## src/rtl/cam_cap_pkg.sv

```systemverilog
package cam_cap_pkg;

  typedef struct packed {
    logic [4:0] r;
    logic [5:0] g;
    logic [4:0] b;
  } rgb565_t;

  // first byte on the bus is the upper half of the pixel
  function automatic logic [15:0] join_bytes(input logic [7:0] hi, input logic [7:0] lo);
    return {hi, lo};
  endfunction

  function automatic rgb565_t split_rgb(input logic [15:0] w);
    return rgb565_t'(w);
  endfunction

  // true when v lies in the half-open span [lo, lo+len)
  function automatic logic in_span(input int v, input int lo, input int len);
    return (v >= lo) && (v < lo + len);
  endfunction

endpackage

```

## src/rtl/cam_byte_pair.sv

```systemverilog
module cam_byte_pair (
  input  logic        clk,
  input  logic        rst_n,
  input  logic        href,
  input  logic [7:0]  data,
  output logic        pair_valid,
  output logic [15:0] pair_word,
  output logic        phase
);
  import cam_cap_pkg::*;

  logic [7:0] hi_q;
  logic       phase_q;

  always_ff @(posedge clk or negedge rst_n) begin
    if (!rst_n) begin
      phase_q <= 1'b0;
      hi_q    <= '0;
    end else if (!href) begin
      phase_q <= 1'b0;
    end else begin
      if (!phase_q) hi_q <= data;
      phase_q <= ~phase_q;
    end
  end

  assign pair_valid = href & phase_q;
  assign pair_word  = join_bytes(hi_q, data);
  assign phase      = phase_q;

endmodule

```

## src/rtl/cam_raster_count.sv

```systemverilog
module cam_raster_count #(
  parameter int COL_W = 10,
  parameter int ROW_W = 9
) (
  input  logic             clk,
  input  logic             rst_n,
  input  logic             href,
  input  logic             vsync,
  input  logic             pair_valid,
  output logic [COL_W-1:0] col,
  output logic [ROW_W-1:0] row
);
  localparam logic [COL_W-1:0] COL_MAX = {COL_W{1'b1}};
  localparam logic [ROW_W-1:0] ROW_MAX = {ROW_W{1'b1}};

  logic href_d;
  logic line_fall;

  assign line_fall = href_d & ~href;

  always_ff @(posedge clk or negedge rst_n) begin
    if (!rst_n) begin
      href_d <= 1'b0;
      col    <= '0;
      row    <= '0;
    end else begin
      href_d <= href;
      if (vsync) begin
        col <= '0;
        row <= '0;
      end else if (line_fall) begin
        col <= '0;
        if (row != ROW_MAX) row <= row + 1'b1;
      end else if (pair_valid && col != COL_MAX) begin
        col <= col + 1'b1;
      end
    end
  end

endmodule

```

## src/rtl/cam_crop_window.sv

```systemverilog
module cam_crop_window #(
  parameter int WIN_X0 = 80,
  parameter int WIN_W  = 480,
  parameter int WIN_Y0 = 104,
  parameter int WIN_H  = 272,
  parameter int COL_W  = 10,
  parameter int ROW_W  = 9,
  parameter int OX_W   = 9,
  parameter int OY_W   = 9
) (
  input  logic             clk,
  input  logic             rst_n,
  input  logic             pair_valid,
  input  logic [15:0]      pair_word,
  input  logic [COL_W-1:0] col,
  input  logic [ROW_W-1:0] row,
  output logic             hit,
  output logic             out_valid,
  output logic [15:0]      out_word,
  output logic [OX_W-1:0]  out_x,
  output logic [OY_W-1:0]  out_y,
  output logic             out_eol,
  output logic             out_eof
);
  import cam_cap_pkg::*;

  logic [OX_W-1:0] x_next;
  logic [OY_W-1:0] y_next;
  logic            last_col;
  logic            last_row;
  logic            take;

  assign hit      = in_span(32'(col), WIN_X0, WIN_W) && in_span(32'(row), WIN_Y0, WIN_H);
  assign x_next   = OX_W'(col - COL_W'(WIN_X0));
  assign y_next   = OY_W'(row - ROW_W'(WIN_Y0));
  assign last_col = (x_next == OX_W'(WIN_W - 1));
  assign last_row = (y_next == OY_W'(WIN_H - 1));
  assign take     = pair_valid & hit;

  always_ff @(posedge clk or negedge rst_n) begin
    if (!rst_n) begin
      out_valid <= 1'b0;
      out_eol   <= 1'b0;
      out_eof   <= 1'b0;
      out_word  <= '0;
      out_x     <= '0;
      out_y     <= '0;
    end else begin
      out_valid <= take;
      out_eol   <= take & last_col;
      out_eof   <= take & last_col & last_row;
      if (take) begin
        out_word <= pair_word;
        out_x    <= x_next;
        out_y    <= y_next;
      end
    end
  end

endmodule

```

## src/rtl/cam_pixel_capture.sv

```systemverilog
module cam_pixel_capture #(
  parameter int SRC_W  = 640,
  parameter int SRC_H  = 480,
  parameter int WIN_X0 = 80,
  parameter int WIN_W  = 480,
  parameter int WIN_Y0 = 104,
  parameter int WIN_H  = 272,
  localparam int OX_W  = $clog2(WIN_W),
  localparam int OY_W  = $clog2(WIN_H)
) (
  input  logic            clk,
  input  logic            rst_n,
  input  logic            cam_vsync,
  input  logic            cam_href,
  input  logic [7:0]      cam_data,
  output logic            pix_valid,
  output logic [15:0]     pix_word,
  output logic [4:0]      pix_red,
  output logic [5:0]      pix_green,
  output logic [4:0]      pix_blue,
  output logic [OX_W-1:0] pix_x,
  output logic [OY_W-1:0] pix_y,
  output logic            line_last,
  output logic            frame_last
);
  import cam_cap_pkg::*;

  localparam int COL_W = $clog2(SRC_W + 1);
  localparam int ROW_W = $clog2(SRC_H + 1);

  // named internal events, observed by the bound checker
  logic             byte_phase;
  logic             pair_fire;
  logic [15:0]      pair_word;
  logic [COL_W-1:0] src_col;
  logic [ROW_W-1:0] src_row;
  logic             win_hit;
  rgb565_t          px;

  cam_byte_pair u_pair (
    .clk        (clk),
    .rst_n      (rst_n),
    .href       (cam_href),
    .data       (cam_data),
    .pair_valid (pair_fire),
    .pair_word  (pair_word),
    .phase      (byte_phase)
  );

  cam_raster_count #(
    .COL_W (COL_W),
    .ROW_W (ROW_W)
  ) u_raster (
    .clk        (clk),
    .rst_n      (rst_n),
    .href       (cam_href),
    .vsync      (cam_vsync),
    .pair_valid (pair_fire),
    .col        (src_col),
    .row        (src_row)
  );

  cam_crop_window #(
    .WIN_X0 (WIN_X0),
    .WIN_W  (WIN_W),
    .WIN_Y0 (WIN_Y0),
    .WIN_H  (WIN_H),
    .COL_W  (COL_W),
    .ROW_W  (ROW_W),
    .OX_W   (OX_W),
    .OY_W   (OY_W)
  ) u_crop (
    .clk        (clk),
    .rst_n      (rst_n),
    .pair_valid (pair_fire),
    .pair_word  (pair_word),
    .col        (src_col),
    .row        (src_row),
    .hit        (win_hit),
    .out_valid  (pix_valid),
    .out_word   (pix_word),
    .out_x      (pix_x),
    .out_y      (pix_y),
    .out_eol    (line_last),
    .out_eof    (frame_last)
  );

  assign px        = split_rgb(pix_word);
  assign pix_red   = px.r;
  assign pix_green = px.g;
  assign pix_blue  = px.b;

endmodule

```

## config.mk

```make
export PLATFORM = sky130hd
export DESIGN_NAME = cam_pixel_capture
export DESIGN_NICKNAME = d
export VERILOG_FILES = /design/src/rtl/cam_cap_pkg.sv /design/src/rtl/cam_byte_pair.sv /design/src/rtl/cam_raster_count.sv /design/src/rtl/cam_crop_window.sv /design/src/rtl/cam_pixel_capture.sv
export SDC_FILE = /design/constraint.sdc
export NUM_CORES = 1
export LEC_CHECK = 0
export BUFFER_PORTS_ARGS = -buffer_cell sky130_fd_sc_hd__clkbuf_2
export CAP_MARGIN = 0
export CORE_MARGIN = 4
export CORE_UTILIZATION = 45
export DETAILED_ROUTE_END_ITERATION = 16
export PLACE_DENSITY = 0.67
export REMOVE_ABC_BUFFERS = 1
export SETUP_SLACK_MARGIN = 0.15
export SYNTH_ARGS = -nofsm -noshare
export SYNTH_HDL_FRONTEND = slang
export SYNTH_SLANG_ARGS = --single-unit
```

## constraint.sdc

```tcl
create_clock -name clk -period 3.14 [get_ports clk]
set_input_delay 0.157 -clock clk [delete_from_list [all_inputs] [get_ports clk]]
set_output_delay 0.157 -clock clk [all_outputs]
set_load 0.01 [all_outputs]
```

# Word level (Yosys, flattened, before mapping)
# Cells that the tools add are included.
# Widths: inputs -> output; s select.
# word_totals
register_bits	66
word_cells	46
# op_classes
magnitude_cmp	4
addsub	4
n_eq_ne	4
bitwise	7
n_reduce_logical	9
mux	7
# ops
operator	n
$mux 10	3
$mux 9	3
$eq 9x9->1 const B	2
$sub 9x7->9 const B	2
$add 10x1->10 const B	1
$ge 10x7->1 const B	1
$lt 10x10->1 const B	1
$ne 10x10->1 const B	1
$add 9x1->9 const B	1
$ge 9x7->1 const B	1
$lt 9x9->1 const B	1
$ne 9x9->1 const B	1
$and 1x1->1	5
$logic_and 1x1->1	4
$reduce_and 2->1	2
$reduce_bool 2->1	2
$reduce_bool 3->1	1
$not 1->1	2
$mux 1	1

# Longest topological paths before layout
# depth
word_depth	6
ltp_mapped	9

# By module
# From an unflattened synthesis, not the netlist that was laid out.
# hier_totals
hier_cells	279
hier_area_um2	3459.6
# modules_own_cells
mod	area_per_inst_um2	instances	cells_per_inst	seq_area_each_um2
cam_crop_window	1861.8	1	133	925.9
cam_raster_count	1039.7	1	102	500.5
cam_byte_pair	437.9	1	28	225.2
cam_pixel_capture	120.1	1	16	0.0

# Worst setup path before layout
# Ideal clock, no wire load.
# synth_path
path_type	reg-to-reg
startpoint	reg u_raster.col[5]
endpoint	reg u_crop.out_word[0]
setup_slack_ns	0.718
stages_incl_launch_ff	6
t_arrival_ns	2.297
path_buffers	1
setup_ns	0.125
path_cell_list	dfrtp_1 -> ha_1 -> or4_4 -> a2111oi_4 -> buf_6 -> mux2_2
# synth_between
elab_chain_len	4
word_cells_on_any_way	5
cone_classes	order compare (2); bitwise (1); reduce/logical (2)
# synth_rtl
item	line_no	text
start: declaration	cam_raster_count.sv:10	output logic [COL_W-1:0] col,
start signal: assignment	cam_raster_count.sv:35	col <= col + 1'b1;
$ge 10x7->1 or $lt 10x10->1 (tied branches)	cam_cap_pkg.sv:20	return (v >= lo) && (v < lo + len);
$logic_and 1x1->1 (*)	cam_cap_pkg.sv:20	
$logic_and 1x1->1 (*)	cam_crop_window.sv:33	assign hit = in_span(32'(col), WIN_X0, WIN_W) && in_span(32'(row), WIN_Y0, WIN_H);
$and 1x1->1 (*)	cam_crop_window.sv:38	assign take = pair_valid & hit;
via u_crop.take	cam_crop_window.sv:31	logic take;
end signal: assignment	cam_crop_window.sv:53	out_word <= pair_word;
end: declaration	cam_crop_window.sv:19	output logic [15:0] out_word,
# Mark *: on every way through the listed nets, which the timed path passes. The rest lies on a longest branch.
# A chain may end at the register's enable or synchronous reset.

# Final worst setup path
# layout_path
startpoint	reg u_raster.col[5]
endpoint	reg u_crop.out_word[6]
# layout_between
elab_chain_len	4
word_cells_on_any_way	5
cone_classes	order compare (2); bitwise (1); reduce/logical (2)
# layout_rtl
item	line_no
$ge 10x7->1 or $lt 10x10->1 (tied branches)	cam_cap_pkg.sv:20
$logic_and 1x1->1 (*)	cam_cap_pkg.sv:20
$logic_and 1x1->1 (*)	cam_crop_window.sv:33
$and 1x1->1 (*)	cam_crop_window.sv:38
# Mark *: on every way between the ends. The rest lies on a longest branch, timed or not.

==> flow_summary.ini <==
[placed_design]
place_ws_ns = 0.690
numPortBuffers = 64
dp.cells = 404
post-dp-hpwl_um = 4100
gp_routability_congestion = 0.814

[power]
p_total_mw = 1.81
power.density_mw_per_mm2 = 487
vdd_drop_max_mv = 0.356
leakage_nw = 1.86

[sta]
rsz0062_at_grt = false
finalHoldViolations = 0
slew_viol_final = 0
finalWorstSetupSlack_ns = 0.709
tightest_slew_ns = 0.808
setup_tns_ns = 0
setup_violations = 0
fin_crit_sh_pct = 77.4
max_freq_ghz = 0.411
min_period_ns = 2.43
slew_headroom_pct = 46.2
skew_ns = 0.00743

[worst_hold_path]
hold_start = cam_data[1]
worstHoldPathType = primary input to flop
whs_endpoint = u_crop.out_word[1]$_DFFE_PN0P_
worstHoldPathCells = 2

[floorplan]
core_region_area_mm2 = 0.00683
io-pin-count = 65
die_x_um = 92.0
initial_utilization_pct = 46.4
dieArea_mm2 = 0.00846
die_y_um = 92.0
std_cell_rows = 30

[outcome]
status = complete, no violations

[synthesis]
syn_inst = 266
ys_seq_area_share_pct = 52.1
synth_edf_count = 0
synth.avg_cell_area_um2 = 11.9
yosys_warnings = 0
synth_flop_cell = dfrtp_1
synthesis.area_mm2 = 0.00317
synth-seq-cells = 66
yosysUniqueCellTypes = 36
async_flop_share_pct = 100

[clock_tree]
clockBufferDepth = 2
cts.sinks = 66
cts_tree = built
htree_levels = 3
root_buffer = clkbuf_8
clk-insertion-delay-late_ns = 0.34
cts_setup_buffers = 0
ctsResizeCount = 0
clk_pin_slew_ns = 0.08
cts_buffers = 9

[worst_setup_path]
path_cells = ha_1 > or4_4 > a2111oi_4 > buf_4 > mux2_2
r2r_cells = 5
crit_fanout = 28
path_buf_inv = 1
critical_path.top_delay_family = simple AND/OR/NAND/NOR gates
required_ns = 3.37
rrSetupSlack_ns = 0.71
critical_path.startpoint_type = flop
arrival_ns = 2.66
critical_path.max_stage_delay_ns = 0.49
end_kind = flop
cpMaxStageDelayCell = or4_4
rr_startpoint = u_raster.col[5]$_DFFE_PN0P_
crit_type = flop to flop
reg2reg_to = u_crop.out_word[6]$_DFFE_PN0P_

[flow_run]
cap_violations = 0

[global_route]
grt-ovfl-total = 0
grt_pass1_wl_um = 9970
antenna_found_initial = 0
grt_pass1_vias = 2098
grt_max_degree = 38
grt_usage_pct = 14.5

[routing]
totalWireLength_um = 5670
drc = 0
dr.pass1.iters = 4
postRouteAntennaNets = 0
vias = 2063
via_per_inst = 4.89
wl_per_cell_um = 13.4
drt_iter0_drc = 94

[final_layout]
final_util_pct = 54.5
drive_gt1_share_pct = 38.0
syn2layout_area_growth_pct = 17.3
fin_nets = 345
finalNonFillerCells = 422
diodes = 0
what timing repair did:
item                                    CTS  global route
hold buffers                              2             0
endpoints found under the setup margin    0             0
hold endpoints to repair                 36             0
Yosys cell counts (2+ instances only):
library cell / n / area [µm²]
ha_1: 12 / 150
xor2_1: 7 / 61.3
dfrtp_1: 66 / 1650
nand4_1: 7 / 43.8
and3_1: 5 / 31.3
nor2_1: 25 / 93.8
inv_1: 12 / 45.0
and2_1: 2 / 12.5
nand2b_1: 4 / 25.0
a21oi_1: 4 / 20.0
mux2_2: 37 / 417
clkbuf_1: 6 / 22.5
mux2i_1: 6 / 60.1
nor2b_1: 3 / 18.8
a31oi_1: 3 / 18.8
buf_6: 4 / 45.0
xnor2_1: 13 / 114
o21ai_0: 3 / 15.0
nor3b_1: 2 / 15.0
nor4_1: 3 / 18.8
nand2_1: 12 / 45.0
buf_4: 16 / 120
registers in the layout, indices dropped and copies added (netlist names):
register          cells
u_crop.out_eol        1
u_crop.out_eof        1
u_raster.col         10
u_pair.phase          1
u_crop.out_y          9
u_crop.out_valid      1
u_raster.row          9
u_pair.hi_q           8
u_crop.out_x          9
u_raster.href_d       1
u_crop.out_word      16
where the power goes:
part,switching (mW),leakage (nW),internal (mW)
Combinational,0.0406,0.864,0.0300
Clock,0.328,0.117,0.530
Sequential,0.0123,0.878,0.869
cells in the final DEF, fill, tap and decap left out, types with 2 or more instances in the layout:
master / Yosys / layout
dlygate4sd3_1: 0 / 2
bufinv_16: 0 / 3
nand2b_1: 4 / 4
nor3b_1: 2 / 2
xnor2_1: 13 / 13
nor4_1: 3 / 3
clkbuf_2: 0 / 63
clkbuf_8: 0 / 9
a31oi_1: 3 / 3
mux2_2: 37 / 37
clkinv_4: 0 / 2
nor2b_1: 3 / 3
and3_1: 5 / 5
a21oi_1: 4 / 4
nand4_1: 7 / 7
mux2i_1: 6 / 6
nor2_1: 25 / 25
and2_1: 2 / 2
o21ai_0: 3 / 3
nand2_1: 12 / 12
ha_1: 12 / 12
inv_1: 12 / 12
xor2_1: 7 / 7
buf_4: 16 / 5
dfrtp_1: 66 / 66
cell type report:
class,count,area (µm²)
inverters,12,45.0
repair buffers,71,378
clock inverters,6,115
flip-flops and latches,66,1650
well taps,96,120
multi-input cells,161,1280
fillers,619,3110
clock buffers,10,128
through the flow:
step	hold WS (ns)	instance area, µm²
after detailed placement	0.305	3460
after global placement	0.290	3460
after global routing	0.0539	3720
after CTS	0.0515	3720
after floorplan	-0.139	2980
final	0.0632	3720
cell families after synthesis:
family          Yosys count  share of synthesized area, %
fa+ha+maj                12                          4.73
buf+inv                  39                          7.49
mux                      44                          15.4
xor+xnor                 20                          5.52
flops                    66                          52.1
simple gates             71                          11.5
compound gates           14                          3.31
per-layer routing:
| layer | vias up | track usage, % | wire [µm] |
|---|---|---|---|
| met5 | - | 0 | 0 |
| met4 | 0 | 5.57 | 66 |
| met3 | 7 | 3.36 | 297 |
| met2 | 54 | 22.1 | 2590 |
| met1 | 1002 | 20.2 | 2710 |
| li1 | 1000 | - | - |
how the worst max path moves through the flow:
| stage | startpoint | endpoint | slack [ns] | depth (start not counted) |
|---|---|---|---|---|
| 6_report | u_raster.col[5]$_DFFE_PN0P_ | u_crop.out_word[6]$_DFFE_PN0P_ | 0.71 | 5 |
| 5_1_grt | u_raster.row[3]$_DFFE_PN0P_ | u_crop.out_x[1]$_DFFE_PN0P_ | 0.55 | 7 |
| 4_1_cts | u_raster.col[5]$_DFFE_PN0P_ | u_crop.out_word[6]$_DFFE_PN0P_ | 0.69 | 5 |
| 3_5_place_dp | u_raster.col[5]$_DFFE_PN0P_ | u_crop.out_word[6]$_DFFE_PN0P_ | 0.69 | 5 |
| 3_3_place_gp | u_raster.col[5]$_DFFE_PN0P_ | u_crop.out_x[0]$_DFFE_PN0P_ | 0.76 | 5 |
| 2_1_floorplan | u_raster.col[5]$_DFFE_PN0P_ | u_crop.out_word[0]$_DFFE_PN0P_ | 0.04 | 4 |
Note: power is estimated with default switching activity, not from simulation.
